### src/rtl/ar_pkg.sv
// Package: shared types and helpers for the fault auto-restart timer.
// Assumes spans are at least 2 strobes long.
package ar_pkg;

    typedef enum logic {
        AR_RUN = 1'b0,
        AR_OFF = 1'b1
    } ar_state_e;

    // Larger of two spans, used to size the shared counter.
    function automatic int span_max(input int a, input int b);
        return (a > b) ? a : b;
    endfunction

endpackage

### src/rtl/ar_uv_qualify.sv
// Module: ar_uv_qualify
// Combines the line under-voltage flag with the sense-fitted flag.
// Assumes both inputs are already synchronous logic levels.
module ar_uv_qualify (
    input  logic line_uv,
    input  logic sense_present,
    output logic uv_eff
);

    // Under-voltage only counts when line sensing is fitted.
    always_comb begin
        uv_eff = line_uv & sense_present;
    end

endmodule

### src/rtl/ar_span_counter.sv
// Module: ar_span_counter
// Shared strobe counter used both for the fault window and the off period.
// Assumes clr and inc are never both required; clr wins if they are.
module ar_span_counter #(
    parameter int CNT_W = 8
) (
    input  logic             clk,
    input  logic             rst_n,
    input  logic             clr,
    input  logic             inc,
    output logic [CNT_W-1:0] cnt
);

    // Count register: clear, increment or hold.
    always_ff @(posedge clk) begin
        if (!rst_n) begin
            cnt <= '0;
        end else if (clr) begin
            cnt <= '0;
        end else if (inc) begin
            cnt <= cnt + 1'b1;
        end
    end

endmodule

### src/rtl/ar_sequencer.sv
// Module: ar_sequencer
// Enabled-window / off-period state machine with power-up gating.
// Assumes cyc_tick is a single-clock strobe and cnt comes from ar_span_counter.
module ar_sequencer
    import ar_pkg::*;
#(
    parameter int ON_SPAN  = 4160,
    parameter int OFF_SPAN = 16640,
    parameter int CNT_W    = 15
) (
    input  logic             clk,
    input  logic             rst_n,
    input  logic             cyc_tick,
    input  logic             en_line,
    input  logic             uv_eff,
    input  logic [CNT_W-1:0] cnt,
    output logic             cnt_clr,
    output logic             cnt_inc,
    output ar_state_e        state,
    output logic             permit,
    output logic             enter_p,
    output logic             exit_p
);

    localparam logic [CNT_W-1:0] WIN_LAST = CNT_W'(ON_SPAN - 1);
    localparam logic [CNT_W-1:0] OFF_LAST = CNT_W'(OFF_SPAN - 1);

    ar_state_e state_nxt;
    logic      launched;
    logic      go_off;
    logic      go_on;

    // Permit: enabled window, and either already launched or line healthy.
    always_comb begin
        permit = (state == AR_RUN) && (launched || !uv_eff);
    end

    // Next-state and counter command decode, evaluated on strobes only.
    always_comb begin
        state_nxt = state;
        cnt_clr   = 1'b0;
        cnt_inc   = 1'b0;
        go_off    = 1'b0;
        go_on     = 1'b0;
        if (cyc_tick) begin
            case (state)
                AR_RUN: begin
                    if (!permit) begin
                        cnt_inc = 1'b0;
                    end else if (!en_line) begin
                        cnt_clr = 1'b1;
                    end else if (cnt == WIN_LAST) begin
                        cnt_clr   = 1'b1;
                        state_nxt = AR_OFF;
                        go_off    = 1'b1;
                    end else begin
                        cnt_inc = 1'b1;
                    end
                end
                AR_OFF: begin
                    if (uv_eff) begin
                        cnt_inc = 1'b0;
                    end else if (cnt == OFF_LAST) begin
                        cnt_clr   = 1'b1;
                        state_nxt = AR_RUN;
                        go_on     = 1'b1;
                    end else begin
                        cnt_inc = 1'b1;
                    end
                end
                default: begin
                    state_nxt = AR_RUN;
                    cnt_clr   = 1'b1;
                end
            endcase
        end
    end

    // State register and transition markers.
    always_ff @(posedge clk) begin
        if (!rst_n) begin
            state   <= AR_RUN;
            enter_p <= 1'b0;
            exit_p  <= 1'b0;
        end else begin
            state   <= state_nxt;
            enter_p <= go_off;
            exit_p  <= go_on;
        end
    end

    // Launch flag: set by the first permitted strobe after reset.
    always_ff @(posedge clk) begin
        if (!rst_n) begin
            launched <= 1'b0;
        end else if ((cyc_tick && permit) || go_on) begin
            launched <= 1'b1;
        end
    end

endmodule

### src/rtl/fault_restart_timer.sv
// Module: fault_restart_timer (top)
// Detects lost regulation on the feedback enable line and enforces an
// off period before switching retries. Spans are counted in oscillator strobes.
// Assumes all inputs are synchronous to clk.
module fault_restart_timer
    import ar_pkg::*;
#(
    parameter int ON_SPAN  = 4160,
    parameter int OFF_SPAN = 16640
) (
    input  logic clk,
    input  logic rst_n,
    input  logic cyc_tick,
    input  logic en_line,
    input  logic line_uv,
    input  logic sense_present,
    output logic sw_permit,
    output logic off_enter,
    output logic off_exit
);

    localparam int MAX_SPAN = span_max(ON_SPAN, OFF_SPAN);
    localparam int CNT_W    = $clog2(MAX_SPAN);

    logic             uv_eff;
    logic             cnt_clr;
    logic             cnt_inc;
    logic [CNT_W-1:0] cnt_q;
    ar_state_e        state_q;

    ar_uv_qualify i_uv (
        .line_uv       (line_uv),
        .sense_present (sense_present),
        .uv_eff        (uv_eff)
    );

    ar_span_counter #(.CNT_W(CNT_W)) i_cnt (
        .clk   (clk),
        .rst_n (rst_n),
        .clr   (cnt_clr),
        .inc   (cnt_inc),
        .cnt   (cnt_q)
    );

    ar_sequencer #(
        .ON_SPAN  (ON_SPAN),
        .OFF_SPAN (OFF_SPAN),
        .CNT_W    (CNT_W)
    ) i_seq (
        .clk      (clk),
        .rst_n    (rst_n),
        .cyc_tick (cyc_tick),
        .en_line  (en_line),
        .uv_eff   (uv_eff),
        .cnt      (cnt_q),
        .cnt_clr  (cnt_clr),
        .cnt_inc  (cnt_inc),
        .state    (state_q),
        .permit   (sw_permit),
        .enter_p  (off_enter),
        .exit_p   (off_exit)
    );

endmodule

### config.mk
export PLATFORM = sky130hd
export DESIGN_NAME = fault_restart_timer
export DESIGN_NICKNAME = d
export VERILOG_FILES = /design/src/rtl/ar_pkg.sv /design/src/rtl/ar_uv_qualify.sv /design/src/rtl/ar_span_counter.sv /design/src/rtl/ar_sequencer.sv /design/src/rtl/fault_restart_timer.sv
export SDC_FILE = /design/constraint.sdc
export NUM_CORES = 1
export LEC_CHECK = 0
export BUFFER_PORTS_ARGS = -buffer_cell sky130_fd_sc_hd__buf_2
export CORE_ASPECT_RATIO = 1.25
export CORE_MARGIN = 2
export CORE_UTILIZATION = 50
export DETAILED_ROUTE_END_ITERATION = 8
export GPL_TIMING_DRIVEN = 0
export PLACE_DENSITY = 0.67
export SYNTH_ARGS = -nofsm -noshare
export SYNTH_HDL_FRONTEND = slang
export SYNTH_SLANG_ARGS = --single-unit
### constraint.sdc
create_clock -name clk -period 3.7 [get_ports clk]
set_input_delay 0.37 -clock clk [delete_from_list [all_inputs] [get_ports clk]]
set_output_delay 0.37 -clock clk [all_outputs]
set_load 0.01 [all_outputs]
==> impl_metrics.csv <==
group,metric,value,unit
sta,maxSlewViolCount,0,
floorplanning,coreArea,0.00179,mm^2
cts,post_cts_buffers,0,
sta,rsz0062_at_grt,"no",
synthesis,yosys-top-cells-area,"dfxtp_1, nor2_1, xnor2_1",
status,outcome,"finished clean",
cts,clkLatencyLatePin,290,ps
worst_setup_path,crit_fanout,10,
worst_setup_path,crit_family,"simple AND/OR/NAND/NOR gates",
synthesis,syn-instance-count,108,
synthesis,synth_edf_count,0,
layout,design_area,0.00105,mm^2
global_routing,antenna_found_initial,0,
synthesis,synthArstFlopShare,0,
synthesis,syn_area_per_cell,8.91,um^2
synthesis,yosys-top-cells-count,"dfxtp_1, nor2_1, nand2_1",
place,dpl_cell_area,0.00103,mm^2
hold_path,min_delay_path_depth,3,
worst_setup_path,r2r_cells,8,
hold_path,hold_end,"i_seq.exit_p$_SDFF_PN0_",
worst_setup_path,worst-setup-path-type,"flip-flop to flip-flop",
worst_setup_path,cp.required,3880,ps
worst_setup_path,crit_slowest_cell,"clkbuf_1",
cts,post_cts_resized,0,
worst_setup_path,r2r_setup_slack,1490,ps
hold_path,min_path_type,"input port to flip-flop",
layout,postLayoutCoreUtil,0.589,
sta,whs,324,ps
cts,clock-root-buffer,"clkbuf_4",
cts,cts.sinks,19,
hold_path,hp-start,"rst_n",
worst_setup_path,cp-startpoint,"i_cnt.cnt[0]$_SDFFE_PP0P_",
place,dp_hpwl,1.44,mm
layout,drive_gt1_frac,0.183,
synthesis,yosysWarnings,0,
worst_setup_path,cp-end-kind,"flip-flop",
synthesis,synth_seq_cells,19,
cts,cts_max_level,1,
synthesis,synth_cell_types,33,
routing,wl_per_cell,13.7,um
floorplanning,dieArea,0.00229,mm^2
worst_setup_path,path_buf_inv,1,
sta,tightest_slew,488,ps
worst_setup_path,max_stage_delay,430,ps
sta,fin_crit_sh,0.596,
synthesis,ys_seq_area_frac,0.395,
sta,skew,3.02,ps
worst_setup_path,path_cells,"ha_1, and3_2, nand3_1, nor2_1, o21ai_0, nand3_1, clkbuf_1, nor2_1",
layout,n_antenna_cell,0,
layout,syn_to_final_growth,9.36,%
worst_setup_path,worstReg2RegStart,"i_cnt.cnt[0]$_SDFFE_PP0P_",
layout,nets,128,
routing,drt-initial-drc-count,28,
routing,routed_wirelength,1.90,mm
run,max_cap_viol_count,0,
cts,cts_hold_buf,0,
sta,finalSetupViolCount,0,
place,io_buffers,8,
sta,setup_tns,0,ps
global_routing,grt_pass1_vias,718,
floorplanning,ioPinCount,9,
synthesis,yosys.area.top_type,"dfxtp_1",
synthesis,synthFlopType,"dfxtp_1",
cts,clockBufferDepth,2,
synthesis,yosysMostFrequentCell,"dfxtp_1",
sta,hold_viol,0,
place,gp_congestion,0.789,
routing,drc_errors,0,
sta,relSlewSlack,0.675,
cts,numCtsBuffers,3,
worst_setup_path,arrival,2380,ps
routing,antenna_left,0,
power_and_ir_drop,peakVddDrop,0.000199,V
floorplanning,die_x,43.2,um
global_routing,grt_first_pass_wirelength,3.06,mm
worst_setup_path,critPathLaunchType,"flip-flop",
power_and_ir_drop,power.density,317,mW/mm^2
synthesis,syn_area,962,um^2
routing,num_vias,819,
floorplanning,start_util,0.539,
floorplanning,row_count,17,
global_routing,gr-total-overflow,0,
synthesis,syn-num-nets,115,
routing,viasPerCell,5.89,
power_and_ir_drop,cellLeakagePower,0.386,nW
global_routing,track_usage,0.179,
sta,min_period,2210,ps
cts,tritoncts,"yes",
cts,cts.clk_slew.worst_paths,110,ps
global_routing,grt_max_degree,11,
worst_setup_path,r2r-end,"i_cnt.cnt[7]$_SDFFE_PP0P_",
floorplanning,fp.dieH,53.0,um
routing,firstDrtPassIters,4,
synthesis,synth_top_area_share,0.395,
sta,max_freq,453,MHz
## worst min-delay path: stages
cell,delay (ps)
buf_2,120
nand2_1,60
nor2_1,30
## metal layers
metal / GRT usage / vias to the layer above / wire length (um)
met5: 0 / - / 0
met4: 0.101 / 0 / 49
met3: 0.0410 / 7 / 74
met2: 0.306 / 18 / 931
met1: 0.203 / 383 / 844
li1: - / 411 / -
## layout by cell type, fill, tap and decap left out, drive strengths merged, types with 2 or more instances in the layout
cell type	count
dfxtp	19
nor2	18
nand2	8
buf	8
nand3	7
xnor2	7
and3	5
xor2	5
clkbuf	5
a21oi	4
o21ai	4
a21boi	4
inv	3
o211ai	3
nor4b	3
nand4	2
and4	2
## through the flow
stage / setup slack (ps) / power (mW) / instances
floorplan: 1870 / 0.226 / 108
CTS: 1480 / 0.334 / 139
global placement: 1510 / 0.233 / 135
finish: 1490 / 0.334 / 139
detailed placement: 1500 / 0.234 / 135
global route: 1270 / 0.347 / 139
## how the worst max path moves through the flow
stage,to,cells past startpoint
finish,i_cnt.cnt[7]$_SDFFE_PP0P_,8
global route,i_cnt.cnt[6]$_SDFFE_PP0P_,8
CTS,i_cnt.cnt[6]$_SDFFE_PP0P_,8
detailed placement,i_cnt.cnt[7]$_SDFFE_PP0P_,8
global placement,i_cnt.cnt[12]$_SDFFE_PP0P_,8
floorplan,i_cnt.cnt[13]$_SDFFE_PP0P_,7
## logic make-up (layout without fill, tap and decap cells)
group                    count (synthesis)  count (layout)  share of synthesized area
flip-flops                              19              19                      0.395
multiplexers                             1               1                     0.0104
AND/OR/NAND/NOR                         50              50                      0.293
XOR/XNOR                                12              12                      0.109
buffers and inverters                    4              16                     0.0156
adder cells (fa/ha/maj)                  1               1                     0.0130
AO/OA/AOI/OAI                           21              21                      0.164
## area by class of cell
type	instances	area [um^2]
fillers	164	734
flip-flops and latches	19	380
inverters	3	11.3
plain buffers	1	3.75
well taps	19	23.8
repair buffers	8	40.0
clock buffers	4	26.3
multi-input cells	85	567
## power by group
part	total, mW	internal, mW	switching (mW)
logic	0.0211	0.00929	0.0118
registers	0.208	0.206	0.00140
clock network	0.105	0.0420	0.0632
total	0.334	0.258	0.0765
## flip-flops by register name (all words and copies together), names as in the netlist
name            count
i_seq.state         1
i_cnt.cnt          15
i_seq.enter_p       1
i_seq.launched      1
i_seq.exit_p        1
No activity file was read; power rests on OpenSTA's default activity.
